`src/rtl/clkdiv_pkg.sv`:
```
package clkdiv_pkg;
  // Bus data width and the width of the stored ratio field
  localparam int unsigned REG_W      = 16;
  localparam int unsigned FIELD_W    = 6;
  // Largest effective division ratio
  localparam int unsigned MAX_RATIO  = 32;
  // Value that opens the write guard for one configuration write
  localparam logic [REG_W-1:0] UNLOCK_VAL = 16'hA815;
  // Word addresses on the register bus
  localparam int unsigned ADDR_W     = 2;
  localparam logic [ADDR_W-1:0] CFG_ADDR = 2'd0;
  localparam logic [ADDR_W-1:0] KEY_ADDR = 2'd1;
endpackage

```
`src/rtl/clkdiv_regs.sv`:
```
module clkdiv_regs
  import clkdiv_pkg::*;
#(
  parameter int unsigned DW      = REG_W,
  parameter int unsigned FW      = FIELD_W,
  parameter int unsigned AW      = ADDR_W,
  parameter logic [DW-1:0] KEY   = UNLOCK_VAL,
  parameter logic [AW-1:0] A_CFG = CFG_ADDR,
  parameter logic [AW-1:0] A_KEY = KEY_ADDR,
  parameter logic [FW-1:0] RST_FIELD = 1
) (
  input  logic          clk,
  input  logic          rst_n,
  input  logic          wr,
  input  logic [AW-1:0] addr,
  input  logic [DW-1:0] wdata,
  output logic [DW-1:0] rdata,
  output logic [FW-1:0] field,
  output logic          armed
);
  logic          arm_d, arm_q;
  logic [FW-1:0] fld_d, fld_q;
  logic          key_hit, cfg_hit, fld_en;

  always_comb begin
    key_hit = wr && (addr == A_KEY);
    cfg_hit = wr && (addr == A_CFG);
    fld_en  = cfg_hit && arm_q;
    // guard: a key write sets or clears it, a config write always clears it
    if (key_hit)      arm_d = (wdata == KEY);
    else if (cfg_hit) arm_d = 1'b0;
    else              arm_d = arm_q;
    fld_d = fld_en ? wdata[FW-1:0] : fld_q;
  end

  always_ff @(posedge clk or negedge rst_n) begin
    if (!rst_n) begin
      arm_q <= 1'b0;
      fld_q <= RST_FIELD;
    end else begin
      arm_q <= arm_d;
      fld_q <= fld_d;
    end
  end

  always_comb begin
    rdata = '0;
    if (addr == A_CFG) rdata[FW-1:0] = fld_q;
  end

  assign field = fld_q;
  assign armed = arm_q;
endmodule

```
`src/rtl/clkdiv_clamp.sv`:
```
module clkdiv_clamp #(
  parameter int unsigned FW  = 6,
  parameter int unsigned MAX = 32,
  parameter int unsigned RW  = $clog2(MAX + 1)
) (
  input  logic [FW-1:0] raw,
  output logic [RW-1:0] ratio
);
  localparam logic [FW-1:0] MAX_F = FW'(MAX);

  always_comb begin
    if (raw == '0)       ratio = RW'(1);
    else if (raw > MAX_F) ratio = RW'(MAX);
    else                 ratio = RW'(raw);
  end
endmodule

```
`src/rtl/clkdiv_core.sv`:
```
module clkdiv_core #(
  parameter int unsigned MAX   = 32,
  parameter int unsigned RW    = $clog2(MAX + 1),
  parameter int unsigned CNT_W = (MAX > 1) ? $clog2(MAX) : 1
) (
  input  logic             clk,
  input  logic             rst_n,
  input  logic [RW-1:0]    ratio_in,
  output logic             stb,
  output logic             lvl,
  output logic [CNT_W-1:0] cnt,
  output logic [RW-1:0]    ratio_act
);
  logic [CNT_W-1:0] cnt_d, cnt_q;
  logic [RW-1:0]    n_d, n_q;
  logic [RW-1:0]    half_d;
  logic             lvl_d, lvl_q;
  logic             term;

  always_comb begin
    term   = (RW'(cnt_q) == (n_q - RW'(1)));
    // the ratio is reloaded only at the end of a period
    cnt_d  = term ? '0 : cnt_q + CNT_W'(1);
    n_d    = term ? ratio_in : n_q;
    half_d = (n_d + RW'(1)) >> 1;
    lvl_d  = (RW'(cnt_d) < half_d);
  end

  always_ff @(posedge clk or negedge rst_n) begin
    if (!rst_n) begin
      cnt_q <= '0;
      n_q   <= RW'(1);
      lvl_q <= 1'b1;
    end else begin
      cnt_q <= cnt_d;
      n_q   <= n_d;
      lvl_q <= lvl_d;
    end
  end

  assign stb       = term;
  assign lvl       = lvl_q;
  assign cnt       = cnt_q;
  assign ratio_act = n_q;
endmodule

```
`src/rtl/sysclk_divider.sv`:
```
module sysclk_divider
  import clkdiv_pkg::*;
#(
  parameter int unsigned DW      = REG_W,
  parameter int unsigned FW      = FIELD_W,
  parameter int unsigned AW      = ADDR_W,
  parameter int unsigned MAX_DIV = MAX_RATIO,
  parameter logic [DW-1:0] KEY   = UNLOCK_VAL
) (
  input  logic          clk,
  input  logic          rst_n,
  input  logic          bus_wr,
  input  logic [AW-1:0] bus_addr,
  input  logic [DW-1:0] bus_wdata,
  output logic [DW-1:0] bus_rdata,
  output logic          div_stb,
  output logic          div_clk
);
  localparam int unsigned RW    = $clog2(MAX_DIV + 1);
  localparam int unsigned CNT_W = (MAX_DIV > 1) ? $clog2(MAX_DIV) : 1;

  logic [FW-1:0]    cfg_q;
  logic             arm_q;
  logic [RW-1:0]    ratio_pend;
  logic [RW-1:0]    n_act_q;
  logic [CNT_W-1:0] cnt_q;

  clkdiv_regs #(
    .DW(DW), .FW(FW), .AW(AW), .KEY(KEY),
    .A_CFG(CFG_ADDR), .A_KEY(KEY_ADDR), .RST_FIELD(FW'(1))
  ) u_regs (
    .clk(clk), .rst_n(rst_n), .wr(bus_wr), .addr(bus_addr),
    .wdata(bus_wdata), .rdata(bus_rdata), .field(cfg_q), .armed(arm_q)
  );

  clkdiv_clamp #(.FW(FW), .MAX(MAX_DIV), .RW(RW)) u_clamp (
    .raw(cfg_q), .ratio(ratio_pend)
  );

  clkdiv_core #(.MAX(MAX_DIV), .RW(RW), .CNT_W(CNT_W)) u_core (
    .clk(clk), .rst_n(rst_n), .ratio_in(ratio_pend),
    .stb(div_stb), .lvl(div_clk), .cnt(cnt_q), .ratio_act(n_act_q)
  );
endmodule

```
`config.mk`:
```
export PLATFORM = sky130hd
export DESIGN_NAME = sysclk_divider
export DESIGN_NICKNAME = d
export VERILOG_FILES = /design/src/rtl/clkdiv_pkg.sv /design/src/rtl/clkdiv_regs.sv /design/src/rtl/clkdiv_clamp.sv /design/src/rtl/clkdiv_core.sv /design/src/rtl/sysclk_divider.sv
export SDC_FILE = /design/constraint.sdc
export NUM_CORES = 1
export LEC_CHECK = 0
export CAP_MARGIN = 20
export CORE_MARGIN = 4
export CORE_UTILIZATION = 52
export DETAILED_ROUTE_END_ITERATION = 6
export PLACE_DENSITY = 0.93
export SETUP_SLACK_MARGIN = 0.02
export SLEW_MARGIN = 10
export SYNTH_ARGS = -nofsm -noshare
export SYNTH_HDL_FRONTEND = slang
export SYNTH_SLANG_ARGS = --single-unit
```
`constraint.sdc`:
```
create_clock -name clk -period 9.6 [get_ports clk]
set_input_delay 1.92 -clock clk [delete_from_list [all_inputs] [get_ports clk]]
set_output_delay 1.92 -clock clk [all_outputs]
set_load 0.02 [all_outputs]
```
After elaboration in Yosys (flattened, before gate mapping)
Cells that the tools add are included.
Cells by class
  $add $sub $neg: 3
  magnitude comparators: 2
  equal/unequal tests: 3
  multiplexer cells: 7
  reduce and logical (&&, ||, !) cells: 6
Operators with widths (number)
  6-bit 2-to-1 mux: 4
  16-bit == test (second input constant): 1
  6-bit by 1-bit adder with 6-bit output (second input constant): 1
  5-bit by 6-bit == test with 1-bit output: 1
  6-bit greater-than comparator (second input constant): 1
  6-bit logical NOT: 1
  6-bit by 1-bit subtractor with 6-bit output (second input constant): 1
  5-bit by 1-bit adder with 5-bit output (second input constant): 1
  5-bit less-than comparator: 1
  5-bit 2-to-1 mux: 1
  1-bit logical AND: 3
  2-bit by 1-bit == test with 1-bit output (second input constant): 1
  2-bit logical NOT: 1
  1-bit 2-to-1 mux: 2
  2-bit nonzero test: 1
Storage, ports and cells
  bits in registers: 19
  word-level logic and storage cells: 26

Logic depth before layout (Yosys ltp)
Gate-level depths: netlist (run 1).
  depth in word-level cells: 6
  depth in mapped cells: 18

Hierarchy
A second synthesis (run 1) with hierarchy kept.
Unflattened totals
  cells, all modules: 140
  area total of the unflattened synthesis: 1442.6 µm²
By module, submodules not included
  clkdiv_core: instances 1, cells each 91, area each 943.4 µm²
  clkdiv_regs: instances 1, cells each 41, area each 454.2 µm²
  clkdiv_clamp: instances 1, cells each 8, area each 45.0 µm²

Least setup slack after synthesis (run 1)
Ideal clock, no wire load.
  kind: input -> output
  from: input port bus_addr[0]
  to: output port bus_rdata[0]
  data arrival time: 2.375 ns
  required time: 7.680 ns
  slack: 5.305 ns
  stages: 2
  cell sequence: nor2_1 -> and2_1
On the way
  cells in the longest elaborated chain, start to end: 2
Ends and longest elaborated chain
  start, declared: RTL line sysclk_divider.sv:13  | input logic [AW-1:0] bus_addr,
  2-bit logical NOT: RTL line clkdiv_regs.sv:48  | if (addr == A_CFG) rdata[FW-1:0] = fld_q;
  6-bit 2-to-1 mux: RTL line clkdiv_regs.sv:48
  end, declared: RTL line sysclk_divider.sv:15  | output logic [DW-1:0] bus_rdata,
No other way between the ends.

Final worst setup path (run 1)
  from: input port bus_addr[0]
  to: output port bus_rdata[5]
Same word-level chain as after synthesis.

==> impl_metrics.yaml, run 1 <==
run_status:
  status: "finished clean"
critical_path:
  worst_ep_required_time_ns: 7.68
  start_kind: "input port"
  max_stage_delay_ns: 0.60
  cp_common_cell: "clkdlybuf4s50_1"
  cp-end-kind: "output port"
  crit_slowest_cell: "clkdlybuf4s50_1"
  critPathArrivalTime_ns: 3.40
  crit_fanout: 7
  crit_chain: "clkdlybuf4s50_1, nor2_1, and2_1, clkdlybuf4s50_1"
  worst-setup-path-type: "in -> out"
synth:
  synth_common_cells: "dfrtp_1, buf_4"
  ys_top_cells_by_area: "dfrtp_1, ha_1, dfstp_2"
  synth_seq_area_share_pct: 33.5
  yosysWarnings: 0
  syn-mean-instance-area_um2: 10.3
  async_flop_share_pct: 100
  synth.most_common_cell: "dfrtp_1"
  synth-seq-cells: 19
  yosys_most_used_dff: "dfrtp_1"
  synthCells: 139
  synth_cell_types: 46
  synth_area_um2: 1430
  synth_largest_area_cell: "dfrtp_1"
  synth_edf_count: 0
  yosysTopAreaCellShare_pct: 28.0
timing:
  fmaxAchievable_mhz: 188
  slew_violations: 0
  final.setup.tns_ns: 0
  fin_crit_ns: 5.32
  hold_viol_final: 0
  relSlewSlack_pct: 43.0
  min_period_over_period_pct: 55.4
  setup_viol: 0
  skew_ns: 0.00589
  tightest_slew_ns: 0.852
  grt_setup_unrepaired: "false"
drt:
  wirelength_um: 3060
  drtPass1Iterations: 4
  initialDrtViolationCount: 22
  drcViolationCount: 0
  avgViaCountPerCell: 5.56
  wire_per_inst_um: 15.7
  antenna_left: 0
  vias: 1084
cts:
  cts_made_buffers: 3
  clkTransAtPathRegs_ns: 0.10
  cts_max_path_buffers: 2
  postCtsHoldBufs: 0
  cts_max_level: 1
  post-cts-setup-buffers: 0
  insertion_delay_ns: 0.30
  cts_tree: "done"
  cts.sinks: 19
  cts_resized: 0
  cts-root-buf: "clkbuf_4"
final_layout:
  nets: 194
  n_antenna_cell: 0
  fin_area_um2: 1700
  syn_to_final_growth_pct: 18.8
  drive_above_1_share_pct: 13.9
power_and_ir_drop:
  clkPwrFrac_pct: 30.2
  p_int_w: 0.000103
  p_leak_nw: 0.775
  p_comb_share_pct: 11.0
  p_seq_share_pct: 58.8
  ir_drop_mv: 0.0772
  netSwitchingFraction_pct: 24.0
  power.density_nw_per_um2: 80.1
  netSwitchingPower_w: 0.0000327
floorplanning:
  dieArea_um2: 3650
  die_h_um: 60.4
  core_um2: 2540
  die_w_um: 60.4
  io_pins: 39
  rows: 18
  start_util_pct: 56.2
placement:
  gp_congestion: 0.817
  post-dp-hpwl_um: 2450
  place.port_buffers: 28
  placed_area_um2: 1670
hold_path:
  min_path_type: "reg -> reg"
global_routing:
  grt_pass1_wl_um: 4870
  grt_max_degree: 20
  grt_antenna_before_repair: 0
  overflow: 0
  grt_pass1_vias: 1095
  track_usage_pct: 17.9
run:
  drv_cap: 0
==> power by group through the flow <==
stage	clock, W	combinational [W]	sequential (W)
global placement	0	0.0000143	0.0000816
finish	0.0000411	0.0000150	0.0000801
global route	0.0000446	0.0000162	0.0000801
CTS	0.0000416	0.0000150	0.0000801
floorplan	0	0.00000763	0.0000816
detailed placement	0	0.0000149	0.0000816
==> worst max-delay path, delay by kind of cell <==
family / cells / cell delay, ns
buffers and inverters: 2 / 1.02
and+or+nand+nor: 2 / 0.46
==> cells in the final DEF, fill, tap and decap left out, types with 2 or more instances in the layout <==
cell type / instances
nor2b_1: 6
xnor2_1: 7
xor2_1: 7
mux2i_1: 4
dfrtp_1: 16
nand3_1: 6
nor2_1: 5
clkdlybuf4s50_1: 28
inv_1: 3
and3_1: 3
o21ai_0: 2
mux2_2: 6
nor4bb_1: 2
ha_1: 7
clkbuf_4: 3
nand2b_1: 5
and2_1: 7
conb_1: 10
dfstp_2: 3
a31oi_1: 5
nand3b_1: 3
mux2_4: 4
==> state kept, by name (all words and copies together) (netlist names) <==
register,cells
u_core.ratio_act,6
u_regs.armed,1
u_core.lvl,1
u_regs.field,6
u_core.cnt,5
==> worst paths after layout <==
path | from | end | slack [ns] | cells after the start
max | bus_addr[0] | bus_rdata[5] | 4.28 | 4
min | u_regs.armed$_DFFE_PN0P_ | u_regs.armed$_DFFE_PN0P_ | 0.52 | 2
max reg2reg | u_core.ratio_act[0]$_DFF_PN1_ | u_core.lvl$_DFF_PN1_ | 5.59 | 17
min reg2reg | u_regs.armed$_DFFE_PN0P_ | u_regs.armed$_DFFE_PN0P_ | 0.52 | 2
max in group asynchronous | rst_n | u_core.ratio_act[5]$_DFF_PN0_ | 6.98 | 1
min in group asynchronous | rst_n | u_regs.field[5]$_DFFE_PN0P_ | 2.09 | 1
==> metal layers <==
metal	routed length [µm]	vias to the layer above	part of all wire, %	global-route usage, %
met5	0	-	0	0
met4	44	0	1.4	5.57
met3	194	6	6.3	4.47
met2	1640	40	54	34.6
met1	1180	509	39	19.0
li1	-	529	-	-
==> cell type report <==
cell class	count	area, µm²
multi-input combinational	110	860
fill	191	846
sequential	19	479
timing repair buffer	28	280
tap	30	37.5
clock buffer	3	22.5
inverter	4	15.0
clock inverter	1	5.00
==> per-stage QoR <==
| stage | hold WS (ns) | cells | total power [W] | utilization, % | setup WS (ns) |
|---|---|---|---|---|---|
| floorplan | 0.459 | 148 | 0.0000892 | - | 5.31 |
| global placement | 0.483 | 191 | 0.0000959 | 65.7 | 4.33 |
| detailed placement | 0.491 | 191 | 0.0000965 | 65.7 | 4.28 |
| CTS | 0.515 | 195 | 0.000137 | 66.8 | 4.28 |
| global route | 0.551 | 195 | 0.000141 | 66.8 | 4.21 |
| finish | 0.525 | 195 | 0.000136 | 66.8 | 4.28 |
==> cell families after synthesis <==
family / synth area share [%]
compound gates: 7.87
xor+xnor: 9.71
flops: 33.5
buf+inv: 8.75
simple gates: 21.3
other cells: 0.262
mux: 12.5
fa+ha+maj: 6.12
Note: power is estimated with default switching activity, not from simulation.
==> run 2: changes to the inputs <==
CORE_UTILIZATION = 43   (was 52)
PLACE_DENSITY = 0.83   (was 0.93)
clock period = 4.4 ns   (was 9.6 ns; I/O delays follow)
==> impl_metrics.yaml, run 2 (synthesis gave the netlist of run 1 again) <==
timing:
  final.setup.tns_ns: 0
  hold_viol_final: 0
  fin_crit_ns: 3.84
  grt_setup_unrepaired: "false"
  fmaxAchievable_mhz: 261
  setup_ws_ns: 0.565
  setup_viol: 0
  min_period_over_period_pct: 87.2
  slew_violations: 0
  skew_ns: 0.00565
  relSlewSlack_pct: 45.9
  hold_slack_ns: 0.530
  tightest_slew_ns: 0.809
floorplanning:
  die_w_um: 65.7
  io_pins: 39
  rows: 20
  core_um2: 3130
  start_util_pct: 45.7
  die_h_um: 65.7
  dieArea_um2: 4310
final_layout:
  drive_above_1_share_pct: 13.9
  nFillCells: 289
  n_antenna_cell: 0
  final_cell_mix: "clkdlybuf4s50_1, dfrtp_1, conb_1"
  nets: 194
  syn_to_final_growth_pct: 20.0
  final_common_cell: "clkdlybuf4s50_1"
cts:
  clkTransAtPathRegs_ns: 0.11
  insertion_delay_ns: 0.30
  cts.sinks: 19
  cts-root-buf: "clkbuf_4"
  cts_made_buffers: 3
  cts_max_level: 1
  post-cts-setup-buffers: 0
  cts_resized: 0
  cts_tree: "done"
  cts_max_path_buffers: 2
  postCtsHoldBufs: 0
global_routing:
  grt_pass1_vias: 1130
  overflow: 0
  grt_pass1_wl_um: 4980
  track_usage_pct: 14.9
  grt_max_degree: 20
  grt_antenna_before_repair: 0
drt:
  drcViolationCount: 0
  vias: 1041
  wire_per_inst_um: 14.1
  wirelength_um: 2940
  antenna_left: 0
  initialDrtViolationCount: 25
  drtPass1Iterations: 4
  avgViaCountPerCell: 4.98
critical_path:
  crit_slowest_cell: "dfstp_2"
  r2r-start: "u_core.ratio_act[0]$_DFF_PN1_"
  critPathArrivalTime_ns: 4.07
  cp-end-kind: "flip-flop"
  reg2reg_depth: 17
  max_stage_delay_ns: 0.58
  crit_chain: "inv_1, ha_1, nand2b_1, a21boi_0, o31a_1, nand3_2, mux2i_1, ha_1, nor2b_1, o2111a_1, nor2_1, ha_1, o21ai_0, nand2b_1, a21oi_1, nor2b_1, o22ai_1"
  start_kind: "flip-flop"
  r2r-end: "u_core.lvl$_DFF_PN1_"
  crit_fanout: 11
  r2r_setup_slack_ns: 0.56
  cp_common_cell: "ha_1"
  worst_ep_required_time_ns: 4.63
  worst-setup-path-type: "reg -> reg"
power_and_ir_drop:
  power.density_nw_per_um2: 171
  power_w: 0.000294
  ir_drop_mv: 0.0843
  p_leak_nw: 0.775
run:
  drv_cap: 0
run_status:
  status: "finished clean"
placement:
  gp_congestion: 0.804
  post-dp-hpwl_um: 2330
  place.port_buffers: 28
  dp_slack_ns: 0.643
hold_path:
  min_path_type: "reg -> reg"
  holdPathEnd: "u_regs.armed$_DFFE_PN0P_"
  min-delay-start: "u_regs.armed$_DFFE_PN0P_"
  holdPathStages: 2
## run 2: cell type report
cell class / count / area [µm²] / share of cell area [%]
clock buffers: 3 / 22.5 / 1.31
clock inverters: 1 / 5.00 / 0.292
inverters: 4 / 15.0 / 0.875
multi-input cells: 110 / 860 / 50.1
flip-flops and latches: 19 / 479 / 27.9
well taps: 44 / 55.1 / 3.21
repair buffers: 28 / 280 / 16.3
## run 2: through the flow
step | util, % | instances | area (µm²)
floorplan | - | 148 | 1460
global placement | 54.0 | 205 | 1690
detailed placement | 54.0 | 205 | 1690
CTS | 54.9 | 209 | 1720
global route | 54.9 | 209 | 1720
finish | 54.9 | 209 | 1720
## run 2: power by group
part | internal [W] | switching [W] | leakage [nW] | total, W
sequential | 0.000175 | 0.00000000519 | 0.245 | 0.000175
clock | 0.0000339 | 0.0000532 | 0.0177 | 0.0000871
combinational | 0.0000170 | 0.0000149 | 0.512 | 0.0000319
total | 0.000226 | 0.0000681 | 0.775 | 0.000294
## run 2: how the worst max path moves through the flow
stage | start | end | cells past startpoint
after floorplan | u_core.ratio_act[0]$_DFF_PN1_ | u_core.lvl$_DFF_PN1_ | 18
after global routing | u_core.ratio_act[0]$_DFF_PN1_ | u_core.lvl$_DFF_PN1_ | 17
after detailed placement | u_core.ratio_act[0]$_DFF_PN1_ | u_core.lvl$_DFF_PN1_ | 17
after CTS | u_core.ratio_act[0]$_DFF_PN1_ | u_core.lvl$_DFF_PN1_ | 17
final | u_core.ratio_act[0]$_DFF_PN1_ | u_core.lvl$_DFF_PN1_ | 17
after global placement | u_core.ratio_act[0]$_DFF_PN1_ | u_core.lvl$_DFF_PN1_ | 17
## run 2: critical path, delay by kind of cell (launching register included)
family                     cells  cell delay (ns)
and+or+nand+nor                6             0.87
muxes                          1             0.32
AOI/OAI and AO/OA              6             1.15
buffers and inverters          1             0.07
DFF                            1             0.58
adders and majority gates      3             0.81
## run 2: layer usage
metal	track usage, %	share of wire [%]	up-vias
met5	0	0	-
met4	3.89	0.99	0
met1	18.6	44	481
met3	2.91	4.8	5
li1	-	-	523
met2	25.9	50	32
